--- config.mk ---
export PLATFORM = sky130hd
export DESIGN_NAME = dalu_core
export DESIGN_NICKNAME = d
export VERILOG_FILES = /design/src/rtl/dalu_pkg.sv /design/src/rtl/dalu_arith.sv /design/src/rtl/dalu_unary.sv /design/src/rtl/dalu_core.sv
export SDC_FILE = /design/constraint.sdc
export NUM_CORES = 1
export LEC_CHECK = 0
export BUFFER_PORTS_ARGS = -buffer_cell sky130_fd_sc_hd__buf_2
export CAP_MARGIN = 20
export CORE_MARGIN = 2
export CORE_UTILIZATION = 54
export DETAILED_ROUTE_END_ITERATION = 10
export PLACE_DENSITY = 0.86
export RECOVER_POWER = 50
export SLEW_MARGIN = 0
export SYNTH_ARGS = -nofsm -noshare
export SYNTH_HDL_FRONTEND = slang
export SYNTH_SLANG_ARGS = --single-unit
export TNS_END_PERCENT = 30
--- constraint.sdc ---
create_clock -name clk -period 0.8 [get_ports clk]
set_input_delay 0.16 -clock clk [delete_from_list [all_inputs] [get_ports clk]]
set_output_delay 0.16 -clock clk [all_outputs]
set_load 0.03 [all_outputs]
--- src/rtl/dalu_pkg.sv ---
package dalu_pkg;
    localparam int DW  = 40;
    localparam int HW  = 16;
    localparam int IXW = 6;

    typedef enum logic [3:0] {
        OP_ADD  = 4'd0,
        OP_SUB  = 4'd1,
        OP_CMP  = 4'd2,
        OP_AND  = 4'd3,
        OP_OR   = 4'd4,
        OP_XOR  = 4'd5,
        OP_NOT  = 4'd6,
        OP_ABS  = 4'd7,
        OP_BSET = 4'd8,
        OP_BCLR = 4'd9
    } op_e;
endpackage

--- src/rtl/dalu_arith.sv ---
module dalu_arith #(
    parameter int DW = 40,
    parameter int HW = 16
) (
    input  logic [DW-1:0] a,
    input  logic [DW-1:0] b,
    input  logic          sub,
    input  logic          dual,
    input  logic          sat,
    output logic [DW-1:0] res,
    output logic          c_out,
    output logic          v_out,
    output logic          neg
);
    localparam int TW = DW - 2*HW;
    localparam logic [DW-1:0] WMAX = {1'b0, {(DW-1){1'b1}}};
    localparam logic [DW-1:0] WMIN = {1'b1, {(DW-1){1'b0}}};
    localparam logic [HW-1:0] LMAX = {1'b0, {(HW-1){1'b1}}};
    localparam logic [HW-1:0] LMIN = {1'b1, {(HW-1){1'b0}}};

    logic [DW-1:0] bx;
    logic [HW:0]   lo_s, md_s;
    logic [TW:0]   tp_s;
    logic          md_cin;
    logic [DW-1:0] wsum;
    logic          w_v, l_v, h_v;
    logic [HW-1:0] l_r, h_r;

    assign bx     = sub ? ~b : b;
    assign lo_s   = {1'b0, a[HW-1:0]} + {1'b0, bx[HW-1:0]} + {{HW{1'b0}}, sub};
    // lane split: upper lane gets its own carry-in instead of bit 15's carry
    assign md_cin = dual ? sub : lo_s[HW];
    assign md_s   = {1'b0, a[2*HW-1:HW]} + {1'b0, bx[2*HW-1:HW]} + {{HW{1'b0}}, md_cin};
    assign tp_s   = {1'b0, a[DW-1:2*HW]} + {1'b0, bx[DW-1:2*HW]} + {{TW{1'b0}}, md_s[HW]};
    assign wsum   = {tp_s[TW-1:0], md_s[HW-1:0], lo_s[HW-1:0]};

    assign w_v = (a[DW-1] == bx[DW-1]) && (wsum[DW-1] != a[DW-1]);
    assign l_v = (a[HW-1] == bx[HW-1]) && (lo_s[HW-1] != a[HW-1]);
    assign h_v = (a[2*HW-1] == bx[2*HW-1]) && (md_s[HW-1] != a[2*HW-1]);

    assign l_r = (sat && l_v) ? (a[HW-1]   ? LMIN : LMAX) : lo_s[HW-1:0];
    assign h_r = (sat && h_v) ? (a[2*HW-1] ? LMIN : LMAX) : md_s[HW-1:0];

    always_comb begin
        if (dual) begin
            res   = {{TW{h_r[HW-1]}}, h_r, l_r};
            c_out = md_s[HW];
            v_out = l_v | h_v;
            neg   = md_s[HW-1] ^ h_v;
        end else begin
            res   = (sat && w_v) ? (a[DW-1] ? WMIN : WMAX) : wsum;
            c_out = tp_s[TW];
            v_out = w_v;
            neg   = wsum[DW-1] ^ w_v;
        end
    end
endmodule

--- src/rtl/dalu_unary.sv ---
module dalu_unary
    import dalu_pkg::*;
#(
    parameter int DW  = 40,
    parameter int IXW = 6
) (
    input  logic [3:0]     op,
    input  logic           sat,
    input  logic [DW-1:0]  a,
    input  logic [DW-1:0]  b,
    input  logic [IXW-1:0] idx,
    output logic [DW-1:0]  res,
    output logic           v_out
);
    localparam logic [DW-1:0] WMAX = {1'b0, {(DW-1){1'b1}}};
    localparam logic [DW-1:0] WMIN = {1'b1, {(DW-1){1'b0}}};
    localparam logic [DW-1:0] ONE  = {{(DW-1){1'b0}}, 1'b1};

    logic [DW-1:0] mask;
    logic [DW-1:0] mag;
    logic          is_min;

    assign mask   = (int'(idx) < DW) ? (ONE << idx) : '0;
    assign is_min = (a == WMIN);
    assign mag    = a[DW-1] ? (~a + ONE) : a;

    always_comb begin
        v_out = 1'b0;
        unique case (op_e'(op))
            OP_AND:  res = a & b;
            OP_OR:   res = a | b;
            OP_XOR:  res = a ^ b;
            OP_NOT:  res = ~a;
            OP_ABS: begin
                v_out = is_min;
                res   = (is_min && sat) ? WMAX : mag;
            end
            OP_BSET: res = a | mask;
            OP_BCLR: res = a & ~mask;
            default: res = a;
        endcase
    end
endmodule

--- src/rtl/dalu_core.sv ---
module dalu_core
    import dalu_pkg::*;
#(
    parameter int DW  = dalu_pkg::DW,
    parameter int HW  = dalu_pkg::HW,
    parameter int IXW = dalu_pkg::IXW
) (
    input  logic           clk,
    input  logic           rst_n,
    input  logic           in_valid,
    input  logic [3:0]     op,
    input  logic           dual,
    input  logic           sat_en,
    input  logic [DW-1:0]  a,
    input  logic [DW-1:0]  b,
    input  logic [IXW-1:0] bit_idx,
    output logic           out_valid,
    output logic [DW-1:0]  result,
    output logic           carry,
    output logic           ovf,
    output logic           zero,
    output logic           lt
);
    logic [DW-1:0] ar_res, un_res;
    logic          ar_c, ar_v, ar_neg, un_v;
    logic [DW-1:0] n_res;
    logic          n_c, n_v, n_z, n_lt;

    dalu_arith #(.DW(DW), .HW(HW)) u_arith (
        .a(a), .b(b), .sub(op != OP_ADD), .dual(dual), .sat(sat_en),
        .res(ar_res), .c_out(ar_c), .v_out(ar_v), .neg(ar_neg)
    );

    dalu_unary #(.DW(DW), .IXW(IXW)) u_unary (
        .op(op), .sat(sat_en), .a(a), .b(b), .idx(bit_idx),
        .res(un_res), .v_out(un_v)
    );

    always_comb begin
        n_res = un_res;
        n_c   = 1'b0;
        n_v   = un_v;
        n_lt  = 1'b0;
        n_z   = (un_res == '0);
        unique case (op_e'(op))
            OP_ADD, OP_SUB, OP_CMP: begin
                n_res = (op == OP_CMP) ? result : ar_res;
                n_c   = ar_c;
                n_v   = ar_v;
                n_lt  = ar_neg;
                n_z   = (ar_res == '0);
            end
            default: ;
        endcase
    end

    always_ff @(posedge clk or negedge rst_n) begin
        if (!rst_n) begin
            out_valid <= 1'b0;
            result    <= '0;
            carry     <= 1'b0;
            ovf       <= 1'b0;
            zero      <= 1'b0;
            lt        <= 1'b0;
        end else begin
            out_valid <= in_valid;
            if (in_valid) begin
                result <= n_res;
                carry  <= n_c;
                ovf    <= n_v;
                zero   <= n_z;
                lt     <= n_lt;
            end
        end
    end
endmodule

==> impl_metrics.env, run 1 <==
export IMPL_synth_cells=1381
export IMPL_status="aborted with a tool error"
export IMPL_ys_ff_latch=45
export IMPL_num_io_pins=140
export IMPL_synth_cell_type_count=89
export IMPL_stop_stage="global routing"
export IMPL_post_dp_cell_area_um2=13700
export IMPL_finalWeightedCongestion=1.18
export IMPL_port_buffers=139
export IMPL_synth_net_count=1519
export IMPL_h_tree_depth=2
export IMPL_die_w_um=137
export IMPL_first_error="[ERROR GRT-0116] Global routing finished with congestion. Check the congestion regions in the DRC Viewer."
export IMPL_cts_made_buffers=5
export IMPL_grt_overflow_total=166
export IMPL_grt_max_degree=64
export IMPL_synth_edff_count=0
export IMPL_seq_area_frac_synth=0.118
export IMPL_ys_flop_type="dfrtp_1"
export IMPL_async_flop_share=1.00
export IMPL_root_buffer="clkbuf_16"
export IMPL_post_synth_cell_area_avg_um2=6.88
export IMPL_clock_sinks=45
export IMPL_ys_warn_count=0
export IMPL_syn_area_um2=9510
export IMPL_initial_utilization=0.552
export IMPL_grt_pass1_vias=19000
export IMPL_dp_hpwl_um=39100
export IMPL_clk_path_buf_depth=2
export IMPL_row_count=48
export IMPL_die_h_um=137
export IMPL_grt_pass1_wl_um=115000
export IMPL_track_usage=0.813
[repair_timing]
item,in CTS
cloned,0
hold endpoints to repair,45
setup endpoints to repair,89
buffers inserted,68
hold buffers,1
pin swaps,37
gates resized for setup,206
[metrics by stage]
step	TNS (ns)	std cells	setup WS, ns	hold slack (ns)
3_5_place_dp	-297.36	2094	-7.50	0.0271
4_1_cts	-287.08	2170	-6.88	0.259
2_1_floorplan	-263.38	1381	-6.75	-0.136
3_3_place_gp	-269.43	2094	-6.93	0.0224
[cell families after synthesis]
group / after synthesis / synth area share
compound gates: 548 / 0.383
xor+xnor: 76 / 0.0700
fa+ha+maj: 43 / 0.0605
buf+inv: 135 / 0.0562
flops: 45 / 0.118
mux: 31 / 0.0333
simple gates: 503 / 0.278
[metal layers]
metal | GRT overflow | track usage
met2 | 79 | 0.942
met1 | 11 | 0.790
met5 | 0 | 0.478
met3 | 2 | 0.699
met4 | 74 | 0.853
[synthesized netlist by cell type (6+ instances only)]
cell | n | share of area
o221ai_1 | 17 | 0.016
mux2i_1 | 26 | 0.027
o21ai_1 | 8 | 0.0042
nand2b_1 | 16 | 0.011
a211o_1 | 8 | 0.0074
nand4b_1 | 7 | 0.0064
o31ai_1 | 21 | 0.017
and4_1 | 9 | 0.0083
a221oi_1 | 22 | 0.020
nor2b_1 | 16 | 0.011
o21ai_0 | 121 | 0.064
buf_1 | 6 | 0.0024
a21boi_0 | 10 | 0.0079
or3_1 | 19 | 0.013
a211oi_1 | 40 | 0.032
o41ai_1 | 7 | 0.0064
and3_1 | 8 | 0.0053
dfrtp_1 | 45 | 0.12
nand4bb_1 | 6 | 0.0071
and4b_1 | 6 | 0.0063
a21o_1 | 36 | 0.028
nor4_1 | 11 | 0.0072
a31oi_1 | 16 | 0.011
nand4_1 | 15 | 0.0099
nor2_1 | 93 | 0.037
o21a_1 | 11 | 0.0087
nand3_1 | 47 | 0.025
or4_1 | 16 | 0.013
nor3_1 | 25 | 0.013
inv_1 | 28 | 0.011
ha_1 | 38 | 0.050
nand3b_1 | 8 | 0.0063
xor2_1 | 15 | 0.014
nand2_1 | 163 | 0.064
a21oi_1 | 123 | 0.065
o211ai_1 | 26 | 0.021
xnor2_1 | 61 | 0.056
nor3b_1 | 7 | 0.0055
o22ai_1 | 17 | 0.011
clkbuf_1 | 85 | 0.034
buf_2 | 13 | 0.0068
==> run 2: changes to the inputs <==
--- a/config.mk
+++ b/config.mk
@@ -8,9 +8,9 @@
 export BUFFER_PORTS_ARGS = -buffer_cell sky130_fd_sc_hd__buf_2
 export CAP_MARGIN = 20
 export CORE_MARGIN = 2
-export CORE_UTILIZATION = 54
+export CORE_UTILIZATION = 40
 export DETAILED_ROUTE_END_ITERATION = 10
-export PLACE_DENSITY = 0.86
+export PLACE_DENSITY_LB_ADDON = 0.15
 export RECOVER_POWER = 50
 export SLEW_MARGIN = 0
 export SYNTH_ARGS = -nofsm -noshare
==> constraint.sdc (replaced) <==
create_clock -name clk -period 1 [get_ports clk]
set_input_delay 0.2 -clock clk [delete_from_list [all_inputs] [get_ports clk]]
set_output_delay 0.2 -clock clk [all_outputs]
set_load 0.03 [all_outputs]
==> run 2 against run 1 <==
Net effect:
- the flow now finishes, with violations (setup timing)
- synthesized cell count stayed put
- synthesized area stayed put
==> impl_metrics.env, run 2 <==
export IMPL_cpMostUsedCell="fa_2"
export IMPL_drtIter0Drc=1617
export IMPL_dp_slack_ns=-7.14
export IMPL_port_buffers=139
export IMPL_clk_latency_ns=0.29
export IMPL_ant_nets=0
export IMPL_ys_flop_type="dfrtp_1"
export IMPL_synth_most_common_cell="nand2_1"
export IMPL_clk_pin_slew_ns=0.05
export IMPL_critPathMaxFanout=5
export IMPL_place_inst=2226
export IMPL_final_common_cell="buf_4"
export IMPL_dieArea_um2=25000
export IMPL_area_growth_pct=65.3
export IMPL_finalWeightedCongestion=1.03
export IMPL_die_h_um=158
export IMPL_vias_per_cell=6.13
export IMPL_grt_pass1_wl_um=75000
export IMPL_largest_reg_flops=40
export IMPL_fin_setup_tns_ns=-288.49
export IMPL_max_slew_margin=0.536
export IMPL_synth_net_count=1519
export IMPL_async_flop_share=1.00
export IMPL_antenna_found_initial=1
export IMPL_mostFrequentLayoutCells="486 x buf_4, 154 x nand2_1, 102 x a21oi_1"
export IMPL_worst_ep_arrival_time_ns=8.20
export IMPL_ys_warn_count=0
export IMPL_rsz0062_at_grt="yes"
export IMPL_ys_ff_latch=45
export IMPL_syn_area_um2=9510
export IMPL_post_synth_cell_area_avg_um2=6.88
export IMPL_grt_pass1_vias=12600
export IMPL_crit_family="compound AO/OA/AOI/OAI gates"
export IMPL_fin_nets=2092
export IMPL_cts_tree="built"
export IMPL_drv_slew=0
export IMPL_cp_slowest_stage_delay_ns=0.43
export IMPL_num_io_pins=140
export IMPL_hold_viol_final=0
export IMPL_crit_path_end_kind="flop"
export IMPL_hold_class="in -> reg"
export IMPL_drtPass1Iterations=5
export IMPL_synth_edff_count=0
export IMPL_wire_per_inst_um=22.6
export IMPL_reg2reg_depth=2
export IMPL_grt_max_degree=64
export IMPL_num_vias=13900
export IMPL_slowest_stage="fa_2"
export IMPL_dp_hpwl_um=41000
export IMPL_worst_path_buf_inv=6
export IMPL_yosys_area_top_type_share=0.118
export IMPL_synth_common_cells="163 x nand2_1, 123 x a21oi_1, 121 x o21ai_0, 93 x nor2_1, 85 x clkbuf_1"
export IMPL_synth_area_leaders="dfrtp_1 12%, a21oi_1 6.5%, nand2_1 6.4%, o21ai_0 6.4%, xnor2_1 5.6%"
export IMPL_crit_type="in -> reg"
export IMPL_violations="setup timing"
export IMPL_synth_cells=1381
export IMPL_regMostFlops="result"
export IMPL_layout_drive_gt1_share=0.420
export IMPL_die_w_um=158
export IMPL_row_count=56
export IMPL_worst_pin_slew_ns=0.696
export IMPL_vdd_drop_max_mv=0.914
export IMPL_p_leak_nw=6.90
export IMPL_initial_utilization=0.406
export IMPL_status="complete, but fails checks"
export IMPL_start_kind="input pin"
export IMPL_finalCriticalPeriod_ns=8.06
export IMPL_coreArea_um2=23400
export IMPL_fin_cells=2274
export IMPL_yosysTopAreaCell="dfrtp_1"
export IMPL_cts_made_buffers=5
export IMPL_setup_ws_ns=-7.06
export IMPL_seq_area_frac_synth=0.118
export IMPL_clk_path_buf_depth=2
export IMPL_grt_overflow_total=0
export IMPL_fin_crit_sh=8.06
export IMPL_finalSetupViolations=88
export IMPL_synth_cell_type_count=89
export IMPL_drc=0
export IMPL_h_tree_depth=2
export IMPL_drv_cap=0
export IMPL_p_per_area_nw_per_um2=926
export IMPL_fmax_mhz=124
export IMPL_cp_num_cells=39
export IMPL_track_usage=0.395
export IMPL_worst_clock_skew_ns=0
export IMPL_cp_data_required_time_ns=1.14
export IMPL_routed_wl_um=51300
export IMPL_root_buffer="clkbuf_16"
export IMPL_whs_path_depth=2
export IMPL_clock_sinks=45
-- run 2: cell counts after synthesis --
No cell type changed its count.
-- run 2: metal layers --
| layer | part of all wire | track usage | routed length (um) | vias to the layer above |
|---|---|---|---|---|
| li1 | - | - | - | 6458 |
| met1 | 0.43 | 0.540 | 21900 | 6583 |
| met2 | 0.43 | 0.616 | 22300 | 765 |
| met3 | 0.092 | 0.0679 | 4720 | 135 |
| met4 | 0.047 | 0.158 | 2390 | 0 |
| met5 | 0 | 0 | 0 | - |
-- run 2: worst paths after layout --
kind	startpoint	end	slack [ns]
max	op[1]	zero	-7.06
min	in_valid	ovf	0.39
max reg2reg	zero	zero	0.20
min reg2reg	result[5]	result[5]	0.50
max in group asynchronous	rst_n	result[11]	0.24
min in group asynchronous	rst_n	result[36]	0.45
-- run 2: cell type report --
class / instances / area (um2)
fillers: 2127 / 7680
multi-input cells: 1201 / 8690
repair buffers: 672 / 5250
inverters: 29 / 109
flip-flops and latches: 45 / 1130
well taps: 319 / 399
clock buffers: 7 / 143
diodes: 1 / 2.50
-- run 2: logic make-up (layout without fill, tap and decap cells) --
family                     Yosys count  count (layout)  share of synthesized area
and+or+nand+nor                    503             503                      0.278
AOI/OAI and AO/OA                  548             548                      0.383
muxes                               31              31                     0.0333
adders and majority gates           43              43                     0.0605
DFF                                 45              45                      0.118
xor gates and xnor gates            76              76                     0.0700
other                                0               1                          0
buffers and inverters              135             708                     0.0562
-- run 2: metrics by stage --
stage	power [mW]	area (um2)	util	hold WS, ns
after detailed placement	11.0	14100	0.604	0.191
after global placement	10.9	14100	0.604	0.191
after CTS	13.8	15300	0.655	0.253
final	14.6	15700	0.672	0.387
after global routing	15.3	15700	0.672	0.381
after floorplan	6.58	9620	-	-0.0956
-- run 2: timing repair --
action	4_1_cts	5_1_grt
resized for setup	245	79
hold buffers	1	0
pin swaps	44	67
buffers inserted	31	17
setup endpoints to repair	89	89
hold endpoints to repair	45	0
-- run 2: report_power, final --
| part | internal, mW | switching [mW] |
|---|---|---|
| registers | 2.10 | 0.210 |
| logic | 5.02 | 5.62 |
| clock network | 0.980 | 0.628 |
(Power assumes the default switching activity.)
